## config.mk

```make
export PLATFORM = sky130hd
export DESIGN_NAME = serial_port_core
export DESIGN_NICKNAME = d
export VERILOG_FILES = /design/src/rtl/serial_port_pkg.sv /design/src/rtl/sp_rate_sel.sv /design/src/rtl/sp_tx_fsm.sv /design/src/rtl/sp_rx_fsm.sv /design/src/rtl/serial_port_core.sv
export SDC_FILE = /design/constraint.sdc
export NUM_CORES = 1
export LEC_CHECK = 0
export BUFFER_PORTS_ARGS = -buffer_cell sky130_fd_sc_hd__buf_2
export CORE_ASPECT_RATIO = 0.8
export CORE_MARGIN = 8
export CORE_UTILIZATION = 55
export CTS_BUF_LIST = sky130_fd_sc_hd__clkbuf_16
export DETAILED_ROUTE_END_ITERATION = 12
export PLACE_DENSITY = 0.76
export SLEW_MARGIN = 20
export SYNTH_ARGS = -nofsm -noshare
export SYNTH_HDL_FRONTEND = slang
export SYNTH_HIERARCHICAL = 1
export SYNTH_SLANG_ARGS = --single-unit
```

## constraint.sdc

```tcl
create_clock -name clk -period 4.1 [get_ports clk]
set_input_delay 0.205 -clock clk [delete_from_list [all_inputs] [get_ports clk]]
set_output_delay 0.205 -clock clk [all_outputs]
set_load 0.01 [all_outputs]
```

## src/rtl/serial_port_pkg.sv

```systemverilog
package serial_port_pkg;

    localparam logic [1:0] MODE_OFF = 2'b00;
    localparam logic [1:0] MODE_8V  = 2'b01;
    localparam logic [1:0] MODE_9F  = 2'b10;
    localparam logic [1:0] MODE_9V  = 2'b11;

    typedef enum logic [2:0] {
        TX_IDLE,
        TX_WAIT,
        TX_START,
        TX_DATA,
        TX_NINTH,
        TX_STOP
    } tx_state_t;

    typedef enum logic [2:0] {
        RX_IDLE,
        RX_START,
        RX_DATA,
        RX_NINTH,
        RX_STOP
    } rx_state_t;

endpackage

```

## src/rtl/sp_rate_sel.sv

```systemverilog
module sp_rate_sel
    import serial_port_pkg::*;
#(
    parameter int FIXED_DIV = 64,
    parameter int OVS       = 16
) (
    input  logic       clk,
    input  logic       rst_n,
    input  logic [1:0] mode,
    input  logic       rate_x2,
    input  logic       tx_tick_ext,
    input  logic       rx_tick_ext,
    output logic       tx_tick,
    output logic       rx_tick
);
    localparam int STEP = FIXED_DIV / OVS;
    localparam int CW   = $clog2(STEP) + 1;
    localparam logic [CW-1:0] LIM_NORM = CW'(STEP - 1);
    localparam logic [CW-1:0] LIM_FAST = CW'(STEP / 2 - 1);

    logic [CW-1:0] cnt;
    logic [CW-1:0] lim;
    logic          fix_tick;

    assign lim      = rate_x2 ? LIM_FAST : LIM_NORM;
    assign fix_tick = (cnt >= lim);

    always_ff @(posedge clk or negedge rst_n) begin
        if (!rst_n)        cnt <= '0;
        else if (fix_tick) cnt <= '0;
        else               cnt <= cnt + 1'b1;
    end

    always_comb begin
        unique case (mode)
            MODE_OFF: begin tx_tick = 1'b0;        rx_tick = 1'b0;        end
            MODE_9F:  begin tx_tick = fix_tick;    rx_tick = fix_tick;    end
            default:  begin tx_tick = tx_tick_ext; rx_tick = rx_tick_ext; end
        endcase
    end
endmodule

```

## src/rtl/sp_tx_fsm.sv

```systemverilog
module sp_tx_fsm
    import serial_port_pkg::*;
#(
    parameter int OVS = 16,
    parameter int DW  = 8
) (
    input  logic          clk,
    input  logic          rst_n,
    input  logic          enable,
    input  logic          nine,
    input  logic          tick,
    input  logic          wr,
    input  logic [DW-1:0] data,
    input  logic          bit9,
    output logic          txd,
    output logic          stop_enter,
    output tx_state_t     state_o
);
    localparam int PW = $clog2(OVS);
    localparam int IW = $clog2(DW);

    tx_state_t     state, nxt;
    logic [PW-1:0] phase;
    logic [DW:0]   shreg;
    logic [IW-1:0] idx;
    logic          nine_q;
    logic          bnd;

    assign bnd = tick && (phase == PW'(OVS - 1));

    always_ff @(posedge clk or negedge rst_n) begin
        if (!rst_n) state <= TX_IDLE;
        else        state <= nxt;
    end

    always_comb begin
        nxt = state;
        unique case (state)
            TX_IDLE:  if (wr && enable) nxt = TX_WAIT;
            TX_WAIT:  if (bnd) nxt = TX_START;
            TX_START: if (bnd) nxt = TX_DATA;
            TX_DATA:  if (bnd && idx == IW'(DW - 1)) nxt = nine_q ? TX_NINTH : TX_STOP;
            TX_NINTH: if (bnd) nxt = TX_STOP;
            TX_STOP:  if (bnd) nxt = TX_IDLE;
            default:  nxt = TX_IDLE;
        endcase
    end

    always_ff @(posedge clk or negedge rst_n) begin
        if (!rst_n) begin
            phase  <= '0;
            shreg  <= '1;
            idx    <= '0;
            nine_q <= 1'b0;
        end else begin
            if (tick) phase <= phase + 1'b1;
            if (state == TX_IDLE && wr && enable) begin
                shreg  <= {bit9, data};
                idx    <= '0;
                nine_q <= nine;
            end else if (state == TX_DATA && bnd) begin
                shreg <= {1'b1, shreg[DW:1]};
                idx   <= idx + 1'b1;
            end
        end
    end

    always_comb begin
        unique case (state)
            TX_START:          txd = 1'b0;
            TX_DATA, TX_NINTH: txd = shreg[0];
            default:           txd = 1'b1;
        endcase
        stop_enter = (nxt == TX_STOP) && (state != TX_STOP);
        state_o    = state;
    end
endmodule

```

## src/rtl/sp_rx_fsm.sv

```systemverilog
module sp_rx_fsm
    import serial_port_pkg::*;
#(
    parameter int OVS = 16,
    parameter int DW  = 8
) (
    input  logic          clk,
    input  logic          rst_n,
    input  logic          enable,
    input  logic          nine,
    input  logic          tick,
    input  logic          rxd_raw,
    input  logic          addr_filter,
    input  logic          busy,
    output logic          accept,
    output logic [DW-1:0] data_o,
    output logic          bit9_o,
    output rx_state_t     state_o
);
    localparam int CW = $clog2(OVS);
    localparam int IW = $clog2(DW);
    localparam logic [CW-1:0] S_A  = CW'(OVS / 2 - 1);
    localparam logic [CW-1:0] S_B  = CW'(OVS / 2);
    localparam logic [CW-1:0] S_C  = CW'(OVS / 2 + 1);
    localparam logic [CW-1:0] S_LS = CW'(OVS - 1);

    rx_state_t     state, nxt;
    logic          s1, s2, s3;
    logic [CW-1:0] cnt;
    logic [IW-1:0] idx;
    logic [DW-1:0] shreg;
    logic          va, vb, vote, b9_q, nine_q;
    logic          fall, mid, last;

    assign fall = s3 & ~s2;
    assign mid  = tick && (cnt == S_C);
    assign last = tick && (cnt == S_LS);
    assign vote = (va & vb) | (va & s2) | (vb & s2);

    always_ff @(posedge clk or negedge rst_n) begin
        if (!rst_n) state <= RX_IDLE;
        else        state <= nxt;
    end

    always_comb begin
        nxt = state;
        unique case (state)
            RX_IDLE:  if (enable && fall) nxt = RX_START;
            RX_START: if (mid && vote) nxt = RX_IDLE;
                      else if (last) nxt = RX_DATA;
            RX_DATA:  if (last && idx == IW'(DW - 1)) nxt = nine_q ? RX_NINTH : RX_STOP;
            RX_NINTH: if (last) nxt = RX_STOP;
            RX_STOP:  if (mid) nxt = RX_IDLE;
            default:  nxt = RX_IDLE;
        endcase
    end

    always_comb begin
        accept  = (state == RX_STOP) && mid && vote && !busy &&
                  (!(nine_q && addr_filter) || b9_q);
        state_o = state;
    end

    always_ff @(posedge clk or negedge rst_n) begin
        if (!rst_n) begin
            s1 <= 1'b1; s2 <= 1'b1; s3 <= 1'b1;
            cnt <= '0; idx <= '0; shreg <= '0;
            va <= 1'b1; vb <= 1'b1; b9_q <= 1'b0; nine_q <= 1'b0;
            data_o <= '0; bit9_o <= 1'b0;
        end else begin
            s1 <= rxd_raw;
            s2 <= s1;
            s3 <= s2;
            if (state == RX_IDLE) begin
                cnt <= '0;
                idx <= '0;
                if (fall) nine_q <= nine;
            end else if (tick) begin
                cnt <= cnt + 1'b1;
                if (cnt == S_A) va <= s2;
                if (cnt == S_B) vb <= s2;
            end
            if (state == RX_DATA && mid)  shreg <= {vote, shreg[DW-1:1]};
            if (state == RX_DATA && last) idx <= idx + 1'b1;
            if (state == RX_NINTH && mid) b9_q <= vote;
            if (accept) begin
                data_o <= shreg;
                bit9_o <= nine_q ? b9_q : vote;
            end
        end
    end
endmodule

```

## src/rtl/serial_port_core.sv

```systemverilog
module serial_port_core
    import serial_port_pkg::*;
#(
    parameter int FIXED_DIV = 64,
    parameter int OVS       = 16,
    parameter int DW        = 8
) (
    input  logic          clk,
    input  logic          rst_n,
    input  logic [1:0]    mode,
    input  logic          rate_x2,
    input  logic          rx_enable,
    input  logic          addr_filter,
    input  logic          tx_tick,
    input  logic          rx_tick,
    input  logic          tx_wr,
    input  logic [DW-1:0] tx_data,
    input  logic          tx_bit9,
    input  logic          tx_done_clr,
    input  logic          rx_done_clr,
    input  logic          rxd,
    output logic          txd,
    output logic          tx_done,
    output logic [DW-1:0] rx_data,
    output logic          rx_bit9,
    output logic          rx_done
);
    logic      tx_t, rx_t, tx_stop, rx_acc, active, nine;
    tx_state_t tx_st;
    rx_state_t rx_st;

    assign active = (mode != MODE_OFF);
    assign nine   = mode[1];

    sp_rate_sel #(.FIXED_DIV(FIXED_DIV), .OVS(OVS)) u_rate (
        .clk(clk), .rst_n(rst_n), .mode(mode), .rate_x2(rate_x2),
        .tx_tick_ext(tx_tick), .rx_tick_ext(rx_tick),
        .tx_tick(tx_t), .rx_tick(rx_t)
    );

    sp_tx_fsm #(.OVS(OVS), .DW(DW)) u_tx (
        .clk(clk), .rst_n(rst_n), .enable(active), .nine(nine), .tick(tx_t),
        .wr(tx_wr), .data(tx_data), .bit9(tx_bit9), .txd(txd),
        .stop_enter(tx_stop), .state_o(tx_st)
    );

    sp_rx_fsm #(.OVS(OVS), .DW(DW)) u_rx (
        .clk(clk), .rst_n(rst_n), .enable(active && rx_enable), .nine(nine),
        .tick(rx_t), .rxd_raw(rxd), .addr_filter(addr_filter), .busy(rx_done),
        .accept(rx_acc), .data_o(rx_data), .bit9_o(rx_bit9), .state_o(rx_st)
    );

    always_ff @(posedge clk or negedge rst_n) begin
        if (!rst_n) begin
            tx_done <= 1'b0;
            rx_done <= 1'b0;
        end else begin
            if (tx_stop)          tx_done <= 1'b1;
            else if (tx_done_clr) tx_done <= 1'b0;
            if (rx_acc)           rx_done <= 1'b1;
            else if (rx_done_clr) rx_done <= 1'b0;
        end
    end
endmodule

```

# After elaboration in Yosys (flattened, before gate mapping)
# Cells that the tools add are included.
[word_totals] regBits=59 out_inout_bits=12 input_bits=22 wordCells=131
[op_classes] eq_ne=24 n_reduce_logical=38 n_mux=34 add_sub_neg=5 bitwise=8 n_lt_le_gt_ge=1
[ops] op="two-way mux 3 bit" n=18
[ops] op="logical AND 1 bit" n=21
[ops] op="equality test 3 bit (second input constant)" n=6
[ops] op="two-way mux 9 bit" n=2
[ops] op="one-hot mux 3 bit (6 select lines)" n=1
[ops] op="equality test 4 bit (second input constant)" n=4
[ops] op="one-hot mux 3 bit (5 select lines)" n=1
[ops] op="equality test 3 x 2 -> 1 bit (second input constant)" n=4
[ops] op="nonzero test 2 bit" n=6
[ops] op="adder 3 x 1 -> 3 bit (second input constant)" n=3
[ops] op="adder 4 x 1 -> 4 bit (second input constant)" n=2
[ops] op="two-way mux 4 bit" n=2
[ops] op="inequality test 2 x 1 -> 1 bit (second input constant)" n=4
[ops] op="equality test 3 x 1 -> 1 bit (second input constant)" n=2
[ops] op="zero test 3 bit" n=2
[ops] op="two-way mux 1 bit" n=6
[ops] op="one-hot mux 1 bit (2 select lines)" n=3
[ops] op="AND reduction 3 bit" n=2
[ops] op="AND reduction 5 bit" n=1
[ops] op="AND 1 bit" n=4
[ops] op="equality test 4 x 3 -> 1 bit (second input constant)" n=1
[ops] op=">= comparator 3 bit" n=1
[ops] op="inequality test 3 x 1 -> 1 bit (second input constant)" n=1
[ops] op="inequality test 3 bit (second input constant)" n=1
[ops] op="9 further kinds" n=12

# Longest topological paths before layout
[logic_depth] depth_word=10 mapped_depth=11 depth_no_buf=8

# By module
# Netlist, hierarchy kept.
[modules_own_cells] module="sp_rx_fsm" cells_per_inst=125 instances=1 seq_area_each_um2=857.1 area_per_inst_um2=1594.0
[modules_own_cells] module="sp_tx_fsm" cells_per_inst=99 instances=1 seq_area_each_um2=511.7 area_per_inst_um2=968.4
[modules_own_cells] module="sp_rate_sel" cells_per_inst=14 instances=1 seq_area_each_um2=75.1 area_per_inst_um2=153.9
[modules_own_cells] module="serial_port_core" cells_per_inst=8 instances=1 seq_area_each_um2=50.0 area_per_inst_um2=90.1

# Worst setup path after synthesis
# No wires, ideal clock.
[synth_path] kind="reg-to-reg" startpoint="reg u_rate.cnt[1]" endpoint="reg u_rx.data_o[0]" period_less_slack_ns=2.457 required_ns=3.975 n_path_buf=3 stages_incl_launch_ff=11 setup_ns=0.125 setup_slack_ns=1.643 t_arrival_ns=2.331 path_cell_list="dfrtp_1 -> ha_1 -> a211oi_2 -> o21ai_0 -> buf_4 -> and4b_1 -> buf_4 -> nand2_2 -> or4_4 -> buf_6 -> mux2_4"
[synth_between] elab_chain_len=7
[synth_lines] item="start: declaration" line_no="sp_rate_sel.sv:21" text="logic [CW-1:0] cnt;"
[synth_lines] item="start signal: assignment" line_no="sp_rate_sel.sv:31" text="else cnt <= cnt + 1'b1;"
[synth_lines] item=">= comparator 3 bit" line_no="sp_rate_sel.sv:26" text="assign fix_tick = (cnt >= lim);"
[synth_lines] item="one-hot mux 1 bit (2 select lines)" line_no="sp_rate_sel.sv:35" text="unique case (mode)"
[synth_lines] item="named net rx_t" line_no="serial_port_core.sv:28" text="logic tx_t, rx_t, tx_stop, rx_acc, active, nine;"
[synth_lines] item="logical AND 1 bit" line_no="sp_rx_fsm.sv:36" text="assign mid = tick && (cnt == S_C);"
[synth_lines] item="logical AND 1 bit (4 in series)" line_no="sp_rx_fsm.sv:59" text="accept = (state == RX_STOP) && mid && vote && !busy &&"
[synth_lines] item="end signal: assignment" line_no="sp_rx_fsm.sv:87" text="data_o <= shreg;"
[synth_lines] item="end: declaration" line_no="sp_rx_fsm.sv:16" text="output logic [DW-1:0] data_o,"
# The timed path passes the listed nets, and every way through them passes these cells.
# A chain may end at the register's enable or synchronous reset.

# Final worst setup path
[layout_path] startpoint="reg u_rate.cnt[1]" endpoint="reg u_tx.idx[1]"
[layout_between] elab_chain_len=5
[layout_lines] item=">= comparator 3 bit" line_no="sp_rate_sel.sv:26"
[layout_lines] item="one-hot mux 1 bit (2 select lines)" line_no="sp_rate_sel.sv:35"
[layout_lines] item="named net tx_t" line_no="serial_port_core.sv:28"
[layout_lines] item="logical AND 1 bit" line_no="sp_tx_fsm.sv:29" text="assign bnd = tick && (phase == PW'(OVS - 1));"
[layout_lines] item="logical AND 1 bit" line_no="sp_tx_fsm.sv:61" text="end else if (state == TX_DATA && bnd) begin"
[layout_lines] item="nonzero test 2 bit (no source line)"
[layout_lines] item="end signal: assignment" line_no="sp_tx_fsm.sv:63" text="idx <= idx + 1'b1;"
[layout_lines] item="end: declaration" line_no="sp_tx_fsm.sv:25" text="logic [IW-1:0] idx;"
# The timed path passes the listed nets, and every way through them passes these cells.

==> results.env <==
OUTCOME='completed'
SETUP_VIOL_COUNT_FINAL=0
INITIAL_CORE_UTIL_PCT=56.4
CLKLATENCYLATEPIN_NS=0.32
DESIGN_POWER_TOTAL_W=0.00193
FINAL_MIN_PERIOD_OVER_CLOCK_PERIOD_PCT=64.7
DIE_WIDTH_UM=95.9
YS.FLOP_TYPE='dfrtp_1'
CLOCK_TREE_FROM_TRITONCTS='done'
RSZ0062_AT_GRT='false'
YOSYSUNIQUECELLTYPES=47
STD_CELL_ROWS=23
FINALWEIGHTEDCONGESTION=0.861
ANTENNA_FOUND_INITIAL=0
CORE_AREA_MM2=0.00498
IR_DROP_mV=0.444
DRC=0
POWER.DENSITY_mW_PER_MM2=588
SYN-NUM-NETS=278
DRIVE_GT1_SHARE_PCT=32.8
CTSROOTBUFFERMASTER='clkbuf_16'
GR-TOTAL-OVERFLOW=0
CTS_MAX_LEVEL=3
SETUP-TNS-FINAL_NS=0
NUMCLOCKSINKS=59
SLEW_HEADROOM_PCT=45.2
YOSYS_REGISTER_BITS=59
POST_SYNTH_INST_COUNT=246
SYNTH.YOSYS.SEQ_AREA_SHARE_PCT=53.2
FINAL.MIN_CLOCK_PERIOD_NS=2.65
VIAS_IN_THE_FIRST_GLOBAL_ROUTE=1907
MAXIMUM_NUMBER_OF_PINS_ON_ONE_NET_BEFORE_GLOBAL_ROUTE_REPAIR=60
WORST_SETUP_PATH_END_KIND='flip-flop'
HOLD_PATH.CLASS='input pin to async pin'
FINAL_HOLD_VIOL_COUNT=0
BUFFER_PORTS.INSERTED=33
POST_SYNTH.CELL_AREA_AVG_UM2=11.4
VIAS_PER_CELL=5.48
DRT-PASS1-ITER-COUNT=4
DETAILED_ROUTE_WIRE_LENGTH_PER_CELL_UM=14.9
POST_SYNTH_INSTANCE_AREA_MM2=0.00281
AREA_GROWTH_PCT=17.0
DIE_AREA_MM2=0.00766
WORST_CLOCK_SKEW_NS=0.00183
ANTENNA-DIODE-COUNT=0
FILLER_CELL_COUNT=407
WORST_PIN_SLEW_NS=0.818
POSTROUTEWIRELENGTH_MM=5.21
CLKTRANSATPATHREGS_NS=0.05
CRITPATHREQUIREDTIME_NS=4.30
DETAILEDPLACEMENTHPWL_MM=3.60
DETAIL_ROUTE.ITER0.VIOLATIONS=61
DIE_HEIGHT_UM=79.9
ANTENNA_VIOLATING_NETS_POST_ROUTE=0
WORSTSETUPPATHTYPE='flip-flop to flip-flop'
GRT_FIRST_PASS_WIRELENGTH_MM=8.80
WORST_EP_ARRIVAL_TIME_NS=2.85
FINALNETCOUNT=314
FINALMAXSLEWVIOLATIONS=0
CLOCK_PATH_BUFFERS=2
POWER.LEAKAGE_nW=1.67
SYNTH_ENABLE_FLOP_CELLS=0
CTSRESIZECOUNT=0
PIN_COUNT=34
WORST-PATH-MAX-FANOUT=11
MAX_CLOCK_FREQ_MHz=377
TRACK_USAGE_PCT=14.8
START_KIND='flip-flop'
ASYNC_FLOP_SHARE_PCT=100
NUMCTSBUFFERS=9
MAX-CAP-VIOLATIONS=0
YOSYSWARNINGS=6
DR_TOTAL_VIAS=1912
final cells by class:
class / instances / area (um^2) / share of cell area (%)
inverter: 8 / 30.0 / 0.914
timing repair buffer: 36 / 190 / 5.79
clock inverter: 7 / 60.1 / 1.83
clock buffer: 9 / 225 / 6.86
sequential: 59 / 1490 / 45.5
multi-input combinational: 168 / 1210 / 36.8
tap: 62 / 77.6 / 2.36
critical path, cell delays in order (launching register included):
cell,delay [ns]
dfrtp_1,0.39
ha_1,0.29
a211oi_2,0.08
o21ai_0,0.46
and4_1,0.40
nand3_1,0.36
and2_1,0.34
a22o_1,0.20
layout by cell type, fill, tap and decap left out, types with 3 or more instances in the layout:
cell        n
a21oi_1     7
a22o_1      7
a31oi_1     8
and2_1      3
buf_2      33
clkbuf_16   9
clkinv_2    3
dfrtp_1    45
dfstp_2    14
ha_1       10
inv_1       9
mux2_2     17
mux2_4      7
nand2_1    30
nand2b_1    3
nand3_1     6
nand4_1     4
nand4b_1    3
nor2_1     25
o21ai_0     4
xnor2_1     3
xor2_1      3
logic make-up (layout without fill, tap and decap cells):
family / Yosys count / count (layout) / share of synthesized area, %
AND/OR/NAND/NOR: 88 / 88 / 15.6
flip-flops: 59 / 59 / 53.2
AO/OA/AOI/OAI: 37 / 37 / 9.41
multiplexers: 26 / 26 / 11.3
buffers and inverters: 19 / 60 / 3.74
adder cells (fa/ha/maj): 11 / 11 / 4.81
XOR/XNOR: 6 / 6 / 1.87
power breakdown:
group          total [W]  internal [W]  leakage, nW  switching, W
clock           0.000704      0.000461        0.144      0.000243
sequential      0.000871      0.000751        0.743      0.000119
combinational   0.000356      0.000170        0.787      0.000186
total            0.00193       0.00138         1.67      0.000548
sequential cells by signal, indices dropped and copies added, names as in the netlist, 3 cells and up:
| name | count |
|---|---|
| u_rx/state_o | 3 |
| u_tx/phase | 4 |
| u_rx/shreg | 8 |
| u_tx/shreg | 9 |
| u_tx/state_o | 3 |
| u_rx/data_o | 8 |
| u_tx/idx | 3 |
| u_rx/idx | 3 |
| u_rate/cnt | 3 |
| u_rx/cnt | 4 |
metal layers:
metal	wire length (um)	global-route usage, %
met5	0	0
met1	2410	18.3
met3	272	6.02
met2	2490	23.0
met4	34	4.75
synth_stat cells (4+ instances only):
cell type	n	area (um^2)
dfrtp_1	45	1130
nand2_1	30	113
nor2_1	25	93.8
mux2_2	17	191
dfstp_2	14	368
ha_1	10	125
a31oi_1	8	50.1
inv_1	8	30.0
a21oi_1	7	35.0
a22o_1	7	61.3
mux2_4	7	105
nand3_1	6	30.0
nand4_1	4	25.0
o21ai_0	4	20.0
path summary, 6_finish.rpt:
| kind | slack [ns] | from | cells past startpoint | to |
|---|---|---|---|---|
| setup / recovery | 1.45 | u_rate/cnt[1] | 7 | u_tx/idx[1] |
| hold / removal | 0.02 | rst_n | 2 | u_rx/cnt[3] |
| setup reg to reg | 1.45 | u_rate/cnt[1] | 7 | u_tx/idx[1] |
| hold reg to reg | 0.36 | u_rx/s1 | 0 | u_rx/s2 |
| max in group asynchronous | 3.59 | rst_n | 2 | u_rate/cnt[1] |
| min in group clk | 0.12 | tx_bit9 | 3 | u_tx/shreg[8] |
metrics by stage:
step	cells	utilization, %	hold slack (ns)	instance area [um^2]	worst slack [ns]
3_5_place_dp	332	60.0	0.317	2990	1.50
2_1_floorplan	246	-	-0.0906	2810	1.64
6_report	349	66.0	0.0201	3280	1.45
5_1_grt	349	66.0	0.0980	3280	1.21
3_3_place_gp	332	60.0	0.310	2990	1.56
4_1_cts	349	66.0	0.0451	3280	1.46
what timing repair did:
action,CTS,global route
hold endpoints to repair,1,0
setup buffers,0,0
hold buffers,1,0
No activity file was read; power rests on OpenSTA's default activity.
